===== src/rtl/rx_restart_pkg.sv =====
package rx_restart_pkg;

  // Strobes from the controller to the storage
  typedef struct packed {
    logic push;
    logic pop;
    logic flush;
  } fifoCmd_t;

  typedef enum logic [1:0] {
    ST_OFF   = 2'd0,
    ST_RUN   = 2'd1,
    ST_PAUSE = 2'd2
  } chanState_t;

endpackage


===== src/rtl/rx_restart_store.sv =====
module rx_restart_store
  import rx_restart_pkg::*;
#(
  parameter int DW    = 8,
  parameter int DEPTH = 8
) (
  input  logic          clk,
  input  logic          rstN,
  input  fifoCmd_t      cmd,
  input  logic [DW-1:0] wrData,
  output logic [DW-1:0] rdData,
  output logic          full,
  output logic          empty
);

  localparam int AW = (DEPTH > 1) ? $clog2(DEPTH) : 1;
  localparam int CW = AW + 1;

  logic [DW-1:0] mem [DEPTH];
  logic [AW-1:0] wrPtr, rdPtr, wrAddr;
  logic [CW-1:0] count;

  // A flush restarts both pointers at slot 0, so a write in the same cycle lands there
  assign wrAddr = cmd.flush ? '0 : wrPtr;

  always_ff @(posedge clk) begin
    if (cmd.push) mem[wrAddr] <= wrData;
  end

  always_ff @(posedge clk) begin
    if (!rstN) begin
      wrPtr <= '0;
      rdPtr <= '0;
      count <= '0;
    end else if (cmd.flush) begin
      rdPtr <= '0;
      wrPtr <= cmd.push ? AW'(1) : '0;
      count <= cmd.push ? CW'(1) : '0;
    end else begin
      if (cmd.push) wrPtr <= (wrPtr == AW'(DEPTH - 1)) ? '0 : wrPtr + AW'(1);
      if (cmd.pop)  rdPtr <= (rdPtr == AW'(DEPTH - 1)) ? '0 : rdPtr + AW'(1);
      case ({cmd.push, cmd.pop})
        2'b10:   count <= count + CW'(1);
        2'b01:   count <= count - CW'(1);
        default: count <= count;
      endcase
    end
  end

  assign rdData = mem[rdPtr];
  assign full   = (count == CW'(DEPTH));
  assign empty  = (count == '0);

  AST_NO_OVERFLOW: assert property (@(posedge clk) disable iff (!rstN) cmd.push |-> (!full || cmd.flush));
  AST_COUNT_BOUND: assert property (@(posedge clk) disable iff (!rstN) count <= CW'(DEPTH));
  AST_NO_UNDERFLOW: assert property (@(posedge clk) disable iff (!rstN) cmd.pop |-> !empty);
  AST_FLUSH_EMPTIES: assert property (@(posedge clk) disable iff (!rstN) (cmd.flush && !cmd.push) |=> empty);

endmodule


===== src/rtl/rx_restart_ctrl.sv =====
module rx_restart_ctrl
  import rx_restart_pkg::*;
#(
  parameter int SW = 2
) (
  input  logic          clk,
  input  logic          rstN,
  input  logic          chanEn,
  input  logic          periphValid,
  input  logic          unitDone,
  input  logic          unitStop,
  input  logic          restartStb,
  input  logic          descSync,
  input  logic [SW-1:0] descSize,
  input  logic          memReady,
  input  logic          fifoFull,
  input  logic          fifoEmpty,
  output fifoCmd_t      cmd,
  output logic          periphReady,
  output logic          memValid,
  output logic          running,
  output logic          sizeErr
);

  chanState_t    state, stateNext;
  logic [SW-1:0] prevSize, prevSizeNext;
  logic          prevValid, prevValidNext;
  logic          errQ, errNext;
  logic          flushNow;

  always_comb begin
    stateNext     = state;
    prevSizeNext  = prevSize;
    prevValidNext = prevValid;
    errNext       = errQ;
    flushNow      = 1'b0;
    if (!chanEn) begin
      stateNext     = ST_OFF;
      prevValidNext = 1'b0;
      errNext       = 1'b0;
      flushNow      = 1'b1;
    end else begin
      case (state)
        ST_OFF: begin
          if (restartStb) begin
            stateNext     = ST_RUN;
            prevSizeNext  = descSize;
            prevValidNext = 1'b1;
          end
        end
        ST_RUN: begin
          if (unitDone && unitStop) stateNext = ST_PAUSE;
        end
        ST_PAUSE: begin
          if (restartStb && !errQ) begin
            if (descSync) begin
              flushNow      = 1'b1;
              stateNext     = ST_RUN;
              prevSizeNext  = descSize;
              prevValidNext = 1'b1;
            end else if (!prevValid || (descSize == prevSize)) begin
              stateNext     = ST_RUN;
              prevSizeNext  = descSize;
              prevValidNext = 1'b1;
            end else begin
              errNext = 1'b1;
            end
          end
        end
        default: stateNext = ST_OFF;
      endcase
    end
  end

  always_ff @(posedge clk) begin
    if (!rstN) begin
      state     <= ST_OFF;
      prevSize  <= '0;
      prevValid <= 1'b0;
      errQ      <= 1'b0;
    end else begin
      state     <= stateNext;
      prevSize  <= prevSizeNext;
      prevValid <= prevValidNext;
      errQ      <= errNext;
    end
  end

  assign periphReady = chanEn && (state != ST_OFF) && !fifoFull;
  assign memValid    = chanEn && (state == ST_RUN) && !fifoEmpty;
  assign running     = (state == ST_RUN);
  assign sizeErr     = errQ;

  assign cmd.push  = periphValid && periphReady;
  assign cmd.pop   = memValid && memReady;
  assign cmd.flush = flushNow;

  AST_OFF_CLEARS: assert property (@(posedge clk) disable iff (!rstN) !chanEn |=> (!running && !sizeErr));
  AST_IDLE_NO_OUT: assert property (@(posedge clk) disable iff (!rstN) !running |-> !memValid);
  AST_STOP_PAUSES: assert property (@(posedge clk) disable iff (!rstN) (chanEn && running && unitDone && unitStop) |=> !running);
  AST_NOSTOP_RUNS: assert property (@(posedge clk) disable iff (!rstN) (chanEn && running && unitDone && !unitStop) |=> running);
  AST_ERR_STICKY: assert property (@(posedge clk) disable iff (!rstN) (sizeErr && chanEn) |=> sizeErr);
  AST_ERR_BLOCKS: assert property (@(posedge clk) disable iff (!rstN) sizeErr |-> !running);
  AST_RUN_RESTART_IGNORED: assert property (@(posedge clk) disable iff (!rstN) (chanEn && running && !unitDone) |=> running);

endmodule


===== src/rtl/rx_restart_fifo.sv =====
module rx_restart_fifo
  import rx_restart_pkg::*;
#(
  parameter int DW    = 8,
  parameter int DEPTH = 8,
  parameter int SW    = 2
) (
  input  logic          clk,
  input  logic          rstN,
  input  logic          chanEn,
  input  logic          periphValid,
  input  logic [DW-1:0] periphData,
  output logic          periphReady,
  input  logic          unitDone,
  input  logic          unitStop,
  input  logic          restartStb,
  input  logic          descSync,
  input  logic [SW-1:0] descSize,
  output logic          memValid,
  output logic [DW-1:0] memData,
  input  logic          memReady,
  output logic          running,
  output logic          sizeErr
);

  fifoCmd_t cmd;
  logic     fifoFull, fifoEmpty;

  rx_restart_ctrl #(.SW(SW)) uCtrl (
    .clk         (clk),
    .rstN        (rstN),
    .chanEn      (chanEn),
    .periphValid (periphValid),
    .unitDone    (unitDone),
    .unitStop    (unitStop),
    .restartStb  (restartStb),
    .descSync    (descSync),
    .descSize    (descSize),
    .memReady    (memReady),
    .fifoFull    (fifoFull),
    .fifoEmpty   (fifoEmpty),
    .cmd         (cmd),
    .periphReady (periphReady),
    .memValid    (memValid),
    .running     (running),
    .sizeErr     (sizeErr)
  );

  rx_restart_store #(.DW(DW), .DEPTH(DEPTH)) uStore (
    .clk    (clk),
    .rstN   (rstN),
    .cmd    (cmd),
    .wrData (periphData),
    .rdData (memData),
    .full   (fifoFull),
    .empty  (fifoEmpty)
  );

endmodule


===== config.mk =====
export PLATFORM = sky130hd
export DESIGN_NAME = rx_restart_fifo
export DESIGN_NICKNAME = d
export VERILOG_FILES = /design/src/rtl/rx_restart_pkg.sv /design/src/rtl/rx_restart_store.sv /design/src/rtl/rx_restart_ctrl.sv /design/src/rtl/rx_restart_fifo.sv
export SDC_FILE = /design/constraint.sdc
export NUM_CORES = 1
export LEC_CHECK = 0
export BUFFER_PORTS_ARGS = -buffer_cell sky130_fd_sc_hd__buf_2
export CORE_MARGIN = 2
export CORE_UTILIZATION = 63
export CTS_CLUSTER_DIAMETER = 50
export CTS_CLUSTER_SIZE = 8
export DETAILED_ROUTE_END_ITERATION = 10
export GPL_ROUTABILITY_DRIVEN = 0
export PLACE_DENSITY = 0.93
export SLEW_MARGIN = 5
export SYNTH_ARGS = -nofsm -noshare
export SYNTH_HDL_FRONTEND = slang
export SYNTH_SLANG_ARGS = --single-unit

===== constraint.sdc =====
create_clock -name clk -period 6.1 [get_ports clk]
set_clock_uncertainty 0.05 [all_clocks]
set_input_delay 1.22 -clock clk [delete_from_list [all_inputs] [get_ports clk]]
set_output_delay 1.22 -clock clk [all_outputs]
set_load 0.01 [all_outputs]

==> Yosys cells after proc, flatten, opt, wreduce, memory -nomap -nowiden <==
Memories as Yosys holds them, arrays and structs flattened. A register that Yosys moved wholly into a read port is not among the register bits.
Index checks and enable logic that the tools add are counted.
{ "classes": {"muxes": 33, "reduce_logical": 25, "bitwise": 3, "eq_ne": 12, "addsub": 4} }
{ "ops": {"columns": ["operator", "count"], "rows": [
  ["$mux W3", 7],
  ["$mux W2", 9],
  ["$mux W1", 12],
  ["$reduce_and A4 Y1", 3],
  ["$logic_and A1 B1 Y1", 8],
  ["$pmux W4 S2", 1],
  ["$add A3 B1 Y3 const B", 2],
  ["$eq A3 B3 Y1 const B", 2],
  ["$pmux W2 S3", 1],
  ["$reduce_bool A2 Y1", 3],
  ["$reduce_and A5 Y1", 1],
  ["$add A4 B1 Y4 const B", 1],
  ["$eq A2 B1 Y1 const B", 2],
  ["$eq A2 B2 Y1 const B", 2],
  ["$eq A4 B4 Y1 const B", 1],
  ["$logic_not A1 Y1", 4],
  ["$logic_not A4 Y1", 1],
  ["$mux W4", 1],
  ["$ne A2 B1 Y1 const B", 2],
  ["$pmux W2 S2", 1],
  ["$sub A4 B1 Y4 const B", 1],
  ["$ne A3 B2 Y1 const B", 1],
  ["$not A1 Y1", 3],
  ["$reduce_bool A3 Y1", 1],
  ["other kinds (7)", 7]
]} }
{ "word_totals": {"n_memories": 1, "wordCells": 85, "in_bits": 19, "ramBits": 64, "regBits": 16} }
{ "memory_table": {"columns": ["memory", "depth", "word_bits", "rd", "rd_clocked_by_memory_dff", "wr", "line_no", "rtl"], "rows": [
  ["uStore.mem", 8, 8, 1, 1, 1, "rx_restart_store.sv:19", "logic [DW-1:0] mem [DEPTH];"]
]} }

==> Logic depth before layout (Yosys ltp) <==
Gate-level depths: netlist of run 1.
{ "depth": {"word_depth": 7, "depth_mapped": 9, "mapped_depth_nobuf": 8} }

==> Modules after synthesis <==
Synthesis of run 1 repeated with hierarchy kept, for this count alone.
{ "unflattened": {"hier_cells": 218, "hier_area_um2": 3508.4} }
{ "modules_own_cells": {"columns": ["mod", "cells_each", "n_inst", "area_per_inst_um2"], "rows": [
  ["rx_restart_store", 173, 1, 3148.0],
  ["rx_restart_ctrl", 45, 1, 360.3]
]} }

==> Worst setup path before layout of run 1 <==
Ideal clock, no wire load.
{ "synth_path": {"kind": "input -> register", "from": "in periphValid", "to": "mem uStore.mem[1][0] (enable)", "path_buffers": 0, "t_arrival_ns": 2.537, "path_stages": 4, "path_slack_ns": 3.130, "cell_sequence": "o211ai_1 a21oi_1 nand3_1 nor3_1"} }
{ "synth_between": {"elab_chain_cells": 3} }
{ "synth_rtl": {"columns": ["item", "line_no", "rtl"], "rows": [
  ["start: declaration", "rx_restart_fifo.sv:11", "input logic periphValid,"],
  ["$logic_and A1 B1 Y1", "rx_restart_ctrl.sv:94", "assign cmd.push = periphValid && periphReady;"],
  ["$mux W1", "rx_restart_store.sv:27", "if (cmd.push) mem[wrAddr] <= wrData;"],
  ["$mux W1 (implied by the code)", "rx_restart_store.sv:27", null],
  ["end: declaration", "rx_restart_store.sv:19", null]
]} }
No other way between the ends.

==> metrics, run 1 <==
status complete, no violations; die width ~77 µm; Clock Pin Slew Worst Setup and Hold Paths around 0.07 ns; starting density of the core 65.9%; fmax 269 MHz; Slew @ Worst Pin approximately 1.2 ns; Via Count just under 2000; CP Launch Type flip-flop; pin count of the biggest net entering global routing 17; MaxCap Viol Count 0; CTS sink count 83; Root Driver clkbuf_8; Slew Viols, Final 0; Switch Pwr between 0.15 and 0.2 mW; Worst IR Drop VDD ~0.00016 V; Ys Warns 0; Hold WC Path Type flip-flop to flip-flop; Die Footprint 0.00598 mm²; Sw Share a little under a fifth; initial antenna violation count 0; Remaining DRCs 0; gr usage total 22.2%; global route total overflow 0; dpl cell area about 0.0036 mm²; drt pass-1 iters 4; Post-layout nets between 200 and 300; clock power share approximately 38%; fill count 320; multi-input logic area about 0.0011 mm²; Final setup viols 0; Via density ~6.1; DRT iter0 DRCs ~150; max_slew headroom around 20%; CTS H-tree lvls 3; fin crit share slightly above 60%; number of global-route vias before repair 1886; Resize count post-CTS 0; area grow syn2layout 11.9%; TritonCTS clock tree yes; Hold-fix buffers, CTS 0; Internal approximately 0.83 mW; RSZ-0062 raised after global routing no; clock latency at the later pin of the worst-skew pair between 0.3 and 0.4 ns; # rows 26; Routed WL 6160 µm; Seq cells post-synth a little over 80; Leak Pwr between 1 and 1.5 nW; post-route design area 0.00379 mm²; io pins 31; Post-synth EDFFs 64; setup_tns 0 ns; sequential share of power approximately three fifths; Logic pwr share around 2.7%; ys flop type edfxtp_1; fraction of layout cells with a size suffix above 1 approximately 30%; Num CTS Buffers 9; critical path fanouts, max 16; syn avg cell area between 15 and 20 µm²; Antenna Nets Post-Route 0; Setup crit end kind primary output; final hold violation count 0; n_diodes 0; register area share after synthesis around 68%; WL per Instance between 15 and 20 µm; mapped cell area 0.00339 mm²; minimum clock period after layout ~3.7 ns; HPWL Detailed slightly above 4000 µm; CP Data Required Time approximately 4.8 ns; CTS max path bufs 2; Die Span Y 77.3 µm; Critical Setup Path Class flip-flop to primary output; Post-synth ARST share 0%; Post-Syn Instances 213; first-pass GRT wire length between 9000 and 10000 µm; setup bufs post-CTS 0; I/O Buffers 30; WP data arrival 2.45 ns; power per cell area between 200 and 300 mW/mm²; post-synth cell types 37; Seq. cell area 0.00230 mm²; Syn Nets between 200 and 250; Core Footprint around 0.005 mm²; overall power a little over 1 mW
## synth_stat cells (2+ instances only)
cell type / instances / area (µm²)
mux4_2: 16 / 360
dfxtp_1: 19 / 380
buf_2: 3 / 15.0
edfxtp_1: 64 / 1920
nor3_1: 8 / 40.0
mux2_2: 8 / 90.1
o211ai_1: 2 / 15.0
nor3_2: 2 / 20.0
nand3_1: 3 / 15.0
mux2i_1: 4 / 40.0
buf_1: 2 / 7.51
nor2_1: 8 / 30.0
clkbuf_1: 2 / 7.51
nand2b_1: 3 / 18.8
xnor2_1: 5 / 43.8
a21oi_1: 13 / 65.1
o21ai_0: 3 / 15.0
ha_1: 5 / 62.6
nand2_1: 25 / 93.8
## worst max-delay path, stage by stage (launching register included)
cell     delay, ns
dfxtp_1       1.03
mux4_2        0.63
mux2_2        0.29
buf_2         0.14
## layer usage
layer  track usage, %  part of all wire, %  wire [µm]  vias up
li1                 -                    -          -      898
met1             28.4                   39       2400      973
met2             37.0                   54       3330       74
met3             5.58                  5.8        359        6
met4             8.21                  1.1         67        0
met5                0                    0          0        -
## per-stage QoR
step | hold slack [ns] | instances | utilization (%) | worst slack [ns]
floorplan | 0.401 | 213 | - | 3.13
global placement | 0.407 | 305 | 69.7 | 2.52
detailed placement | 0.420 | 305 | 69.7 | 2.27
CTS | 0.432 | 321 | 73.6 | 2.32
global route | 0.451 | 321 | 73.8 | 2.19
finish | 0.430 | 321 | 73.8 | 2.38
## logic make-up (layout without fill, tap and decap cells)
group	after synthesis	in the layout	share of synthesized area [%]
flip-flops	83	83	67.9
multiplexers	28	28	14.5
adder cells (fa/ha/maj)	5	5	1.85
AND/OR/NAND/NOR	59	59	8.83
buffers and inverters	9	47	1.33
AO/OA/AOI/OAI	24	24	4.28
XOR/XNOR	5	5	1.29
## sequential cells by signal (all words and copies together), names as in the netlist, named ones only
name and count:
uStore.wrPtr 3, uStore.rdPtr 3, uCtrl.prevSize 2, uCtrl.state 2, uCtrl.sizeErr 1, uCtrl.prevValid 1
uStore.mem 64, uStore.count 4
## layout make-up
type / count / area share [%]
clock buffer: 14 / 4.29
clock inverter: 2 / 0.924
inverter: 1 / 0.0990
multi-input combinational: 121 / 27.7
sequential: 83 / 60.7
tap: 70 / 2.31
timing repair buffer: 30 / 3.96
## final timing paths
check / from / end / slack (ns) / cells past startpoint
hold reg to reg: uStore.rdPtr[1] / uStore.rdPtr[1] / 0.43 / 2
setup reg to reg: uStore.count[0] / uStore.mem[4][3] / 3.24 / 4
hold / removal: uStore.rdPtr[1] / uStore.rdPtr[1] / 0.43 / 2
setup / recovery: flip-flop / memData[2] / 2.38 / 3
## power groups by stage
stage                     Clock (mW)  Sequential (mW)  Combinational, mW
after floorplan                    0            0.624             0.0122
after global placement             0            0.624             0.0262
after detailed placement           0            0.624             0.0274
after CTS                      0.391            0.611             0.0277
after global routing           0.415            0.611             0.0307
final                          0.383            0.611             0.0279
## layout by cell type (no fill, tap or decap), types with 2 or more instances in the layout
cell and count:
edfxtp_1 64, buf_2 30, nand2_1 25, dfxtp_1 19
mux4_2 16, a21oi_1 13, clkbuf_8 11, mux2_2 8
nor2_1 8, nor3_1 6, xnor2_1 5, ha_1 5
nor3_2 4, mux2i_1 4, nand2b_1 3, nand3_1 3
o21ai_0 3, clkbuf_1 3, o211ai_1 2
No activity file was read; power rests on OpenSTA's default activity.
==> inputs of run 2 (changes only) <==
--- a/config.mk
+++ b/config.mk
@@ -7,12 +7,12 @@
 export LEC_CHECK = 0
 export BUFFER_PORTS_ARGS = -buffer_cell sky130_fd_sc_hd__buf_2
 export CORE_MARGIN = 2
-export CORE_UTILIZATION = 63
+export CORE_UTILIZATION = 53
 export CTS_CLUSTER_DIAMETER = 50
 export CTS_CLUSTER_SIZE = 8
 export DETAILED_ROUTE_END_ITERATION = 10
 export GPL_ROUTABILITY_DRIVEN = 0
-export PLACE_DENSITY = 0.93
+export PLACE_DENSITY = 0.84
 export SLEW_MARGIN = 5
 export SYNTH_ARGS = -nofsm -noshare
 export SYNTH_HDL_FRONTEND = slang
==> constraint.sdc (replaced) <==
create_clock -name clk -period 3.1 [get_ports clk]
set_clock_uncertainty 0.05 [all_clocks]
set_input_delay 0.62 -clock clk [delete_from_list [all_inputs] [get_ports clk]]
set_output_delay 0.62 -clock clk [all_outputs]
set_load 0.01 [all_outputs]
==> metrics, run 2 (synthesis results as in run 1) <==
status complete, no violations; gr usage total 18.3% (-3.9 points); MaxCap Viol Count 0 (unchanged); Hold WC Path Type flip-flop to flip-flop; TritonCTS clock tree yes; starting density of the core 54.0% (-12 points); HPWL Detailed 3770 µm (-7.6%); Slew Viols, Final 0 (unchanged); Core Footprint 0.00628 mm² (+22%); post-route design area 0.00388 mm² (+2.4%); # placed instances 325 (+6.6%); commonest non-fill, non-tap cells in the layout edfxtp_1 (64), buf_2 (30), nand2_1 (25); CP Launch Type flip-flop; WP buf/inv 2 (+1); setup ws final 0.499 ns (-1.89 ns); area grow syn2layout 14.6%; Resize count post-CTS 0 (unchanged); largest registers uStore.mem (64), uStore.count (4); setup bufs post-CTS 0 (unchanged); Post-layout nets 283 (+4.8%); Die Span Y 84.0 µm (+8.6%); GRT Max-Usage Layer met2; Routed WL 5760 µm (-6.6%); Via Count 1898 (-2.7%); clock latency at the later pin of the worst-skew pair 0.34 ns (about the same); die width 84.0 µm (+8.6%); CP Data Required Time 2.43 ns (-2.40 ns); Final setup viols 0 (unchanged); Setup WS pre-CTS 0.695 ns (-1.58 ns); CTS max path bufs 2 (unchanged); CTS sink count 83 (unchanged); fmax 384 MHz; Num CTS Buffers 9 (unchanged); met3 usage 5.74% (+0.16 points); commonest non-fill, non-tap cell in the layout edfxtp_1; Clock Pin Slew Worst Setup and Hold Paths 0.08 ns (about the same); overall power 2.00 mW (+96%); Worst IR Drop VDD 0.000259 V (+62%); dpl cell area 0.00369 mm² (+3.0%); Leak Pwr 1.34 nW (+4.5%); fin util 61.8% (-12 points); CP top delay family multiplexers; critical path fanouts, max 16 (unchanged); Setup crit end kind primary output; setup_tns 0 ns (unchanged); Die Footprint 0.00705 mm² (+18%); number of global-route vias before repair 1950 (+3.4%); Slew @ Worst Pin 0.765 ns (-0.420 ns); pin count of the biggest net entering global routing 17 (unchanged); Via density 5.57 (-8.4%); final hold violation count 0 (unchanged); WL per Instance 16.9 µm (-12%); power per cell area 516 mW/mm² (+92%); hold_ws 0.431 ns (+0.000955 ns); fill count 460 (+44%); first-pass GRT wire length 9580 µm (-0.28%); crit path cell chain buf_4, mux4_2, mux2_2, buf_2; met2 usage 31.1% (-6.0 points); initial antenna violation count 0 (unchanged); fraction of layout cells with a size suffix above 1 33.7% (+3.4 points); DRT iter0 DRCs 144 (-6.5%); Biggest register uStore.mem; Remaining DRCs 0 (unchanged); CP max stage delay 0.55 ns (-0.48 ns); fin cells 341 (+6.2%); io pins 31 (unchanged); RSZ-0062 raised after global routing no; minimum clock period after layout between 2 and 3 ns; number of flip-flops in the largest register 64 (unchanged); I/O Buffers 30 (unchanged); Root Driver clkbuf_8; n_diodes 0 (unchanged); CP max stage cell mux4_2; CTS H-tree lvls 3 (unchanged); max_slew headroom 47.7% (+27 points); Hold-fix buffers, CTS 0 (unchanged); Antenna Nets Post-Route 0 (unchanged); GR Layer Usage met1 22.0% (-6.3 points); Critical Setup Path Class flip-flop to primary output; global route total overflow 0 (unchanged); WP data arrival 1.93 ns (-0.52 ns); fin crit share between 80% and 90%; # rows 29 (+12%); drt pass-1 iters 4 (unchanged)
==> run 2: changes by cell type in the layout (fill, tap and decap cells not counted) <==
cell	previous run	this run
clkinvlp_4	0	2
buf_4	0	13
clkbuf_1	3	1
nor3_2	4	2
clkbuf_8	11	9
nor3_1	6	8
inv_6	0	1
clkinv_2	1	2
==> run 2: worst register-to-register path, cell delays in order (launching register included) <==
cell and delay [ns]:
dfxtp_1 0.37, nor3_1 0.38, a21o_1 0.35, nand2_1 0.11
xnor2_1 0.14, ha_1 0.21, nor4_1 0.33, o21ai_0 0.13
nor3b_1 0.15
==> run 2: cell type report <==
class	instances	area [µm²]	area share, %
Inverter	1	3.75	0.0967
Sequential cell	83	2300	59.3
Clock inverter	6	63.8	1.64
Clock buffer	10	128	3.29
Tap cell	77	96.3	2.48
Timing Repair Buffer	43	248	6.38
Multi-Input combinational cell	121	1040	26.8
==> run 2: layer usage <==
metal	part of all wire (%)	wire length, µm	up-vias
met4	1.4	79	0
met2	51	2940	41
met1	43	2470	933
li1	-	-	914
met3	4.4	256	10
met5	0	0	-
==> run 2: final timing paths <==
path | slack, ns | cells past startpoint | from | endpoint
worst min register to register | 0.43 | 2 | uCtrl.prevSize[1] | uCtrl.prevSize[1]
worst max register to register | 0.78 | 8 | uStore.count[0] | uStore.count[2]
worst max-delay path | 0.50 | 4 | flip-flop | memData[4]
worst min-delay path | 0.43 | 2 | uCtrl.prevSize[1] | uCtrl.prevSize[1]
==> run 2: report_power, final <==
group / internal (mW) / total, mW / switching (mW) / leakage [nW]
logic: 0.0215 / 0.0534 / 0.0318 / 0.520
clock network: 0.372 / 0.749 / 0.377 / 0.0927
registers: 1.20 / 1.20 / 0.00351 / 0.729
==> inputs of run 3 (changes only) <==
--- a/config.mk
+++ b/config.mk
@@ -7,12 +7,12 @@
 export LEC_CHECK = 0
 export BUFFER_PORTS_ARGS = -buffer_cell sky130_fd_sc_hd__buf_2
 export CORE_MARGIN = 2
-export CORE_UTILIZATION = 53
+export CORE_UTILIZATION = 58
 export CTS_CLUSTER_DIAMETER = 50
 export CTS_CLUSTER_SIZE = 8
 export DETAILED_ROUTE_END_ITERATION = 10
 export GPL_ROUTABILITY_DRIVEN = 0
-export PLACE_DENSITY = 0.84
+export PLACE_DENSITY = 0.87
 export SLEW_MARGIN = 5
 export SYNTH_ARGS = -nofsm -noshare
 export SYNTH_HDL_FRONTEND = slang
==> constraint.sdc (replaced) <==
create_clock -name clk -period 2.5 [get_ports clk]
set_clock_uncertainty 0.05 [all_clocks]
set_input_delay 0.5 -clock clk [delete_from_list [all_inputs] [get_ports clk]]
set_output_delay 0.5 -clock clk [all_outputs]
set_load 0.01 [all_outputs]
==> metrics, run 3 (synthesis results as in run 1) <==
fill count 362 (-21%); n_diodes 0 (unchanged); first-pass GRT wire length 9170 µm (-4.3%); R2R cell count 8 (unchanged); Setup WS pre-CTS 0.179 ns (-0.515 ns); starting density of the core 60.8% (+6.8 points); Via density 5.64 (+1.3%); minimum clock period after layout about 2.4 ns; final hold violation count 0 (unchanged); GR Layer Usage met1 22.6% (+0.59 points); critical path fanouts, max 16 (unchanged); Critical Setup Path Class flip-flop to primary output; Hold-fix buffers, CTS 0 (unchanged); largest registers uStore.mem (64), uStore.count (4); CP Launch Type flip-flop; number of global-route vias before repair 1930 (-1.0%); Post-layout nets 288 (+1.8%); MaxCap Viol Count 0 (unchanged); Antenna Nets Post-Route 0 (unchanged); met3 usage 4.16% (-1.6 points); CTS max path bufs 2 (unchanged); overall power 2.57 mW (+28%); initial antenna violation count 0 (unchanged); Leak Pwr 1.39 nW (+3.3%); Final setup viols 0 (unchanged); io pins 31 (unchanged); CTS sink count 83 (unchanged); Resize count post-CTS 0 (unchanged); Die Footprint 0.00647 mm² (-8.2%); Remaining DRCs 0 (unchanged); fraction of layout cells with a size suffix above 1 35.7% (+2.0 points); post-route design area 0.00396 mm² (+1.9%); Num CTS Buffers 9 (unchanged); RSZ-0062 raised after global routing no; Slew @ Worst Pin 0.736 ns (-0.0285 ns); hold_ws 0.363 ns (-0.0685 ns); setup bufs post-CTS 0 (unchanged); met2 usage 35.9% (+4.9 points); die width 80.4 µm (-4.2%); area grow syn2layout 16.8%; flop2flop setup slack 0.25 ns (-0.53 ns); fmax approximately 420 MHz; gr usage total 19.9% (+1.7 points); Hold WC Path Type input port to flip-flop; number of flip-flops in the largest register 64 (unchanged); WP data arrival 1.83 ns (-0.10 ns); global route total overflow 0 (unchanged); power per cell area 649 mW/mm² (+26%); Worst IR Drop VDD 0.000439 V (+70%); Via Count 1923 (+1.3%); WL per Instance 16.8 µm (-0.59%); drt pass-1 iters 4 (unchanged); HPWL Detailed 3990 µm (+5.7%); fin crit share 95.1%; I/O Buffers 30 (unchanged); clock latency at the later pin of the worst-skew pair 0.34 ns (about the same); max_slew headroom 49.7% (+1.9 points); pin count of the biggest net entering global routing 17 (unchanged); Setup crit end kind primary output; Die Span Y 80.4 µm (-4.2%); Clock Pin Slew Worst Setup and Hold Paths 0.08 ns (about the same); commonest non-fill, non-tap cell in the layout edfxtp_1; setup ws final 0.123 ns (-0.375 ns); Slew Viols, Final 0 (unchanged); setup_tns 0 ns (unchanged); # rows 27 (-6.9%); fin util 71.0% (+9.1 points); commonest non-fill, non-tap cells in the layout edfxtp_1 (64), buf_2 (30), nand2_1 (25); Root Driver clkbuf_8; status complete, no violations; TritonCTS clock tree yes; Routed WL 5720 µm (-0.59%); fin cells 341 (unchanged); Core Footprint 0.00557 mm² (-11%); dpl cell area 0.00373 mm² (+1.2%); CP Data Required Time 1.95 ns (-0.48 ns); # placed instances 325 (unchanged); GRT Max-Usage Layer met2; CTS H-tree lvls 3 (unchanged); Biggest register uStore.mem; Hold Path Depth 3 (+1); DRT iter0 DRCs 72 (-50%)
## run 3: cell count changes in the layout (fill, tap and decap cells not counted), sizes merged
cell      before  now
clkinv         2    3
clkbuf        10    9
buf           43   48
bufinv         1    2
clkinvlp       2    1
## run 3: area by class of cell
cell class                 instances  area, µm²  share of cell area [%]
clock buffer                       9        124                    3.13
tap                               72       90.1                    2.28
timing repair buffer              48        298                    7.53
inverter                           1       3.75                  0.0949
clock inverter                     7       90.1                    2.28
multi-input combinational        121       1050                    26.5
sequential                        83       2300                    58.2
## run 3: path summary, 6_finish.rpt
path | from | endpoint
hold reg to reg | uCtrl.prevSize[0] | uCtrl.prevSize[0]
setup / recovery | flip-flop | memData[4]
setup reg to reg | uStore.count[2] | uStore.count[2]
hold / removal | descSize[0] | uCtrl.prevSize[0]
## run 3: layer usage
| layer | wire length [µm] | vias to the layer above | part of all wire, % |
|---|---|---|---|
| met5 | 0 | - | 0 |
| met4 | 99 | 0 | 1.7 |
| met3 | 165 | 10 | 2.9 |
| met2 | 3150 | 33 | 55 |
| met1 | 2300 | 949 | 40 |
| li1 | - | 931 | - |
## run 3: worst max-delay path: stages, from the launching register on
cell and delay [ns]:
dfxtp_1 0.36, buf_12 0.19, mux4_2 0.53, mux2_2 0.27
buf_2 0.14
## run 3: power breakdown
part / internal (mW) / total (mW) / switching [mW]
Clock: 0.559 / 1.01 / 0.451
Combinational: 0.0275 / 0.0673 / 0.0398
Sequential: 1.49 / 1.49 / 0.00399
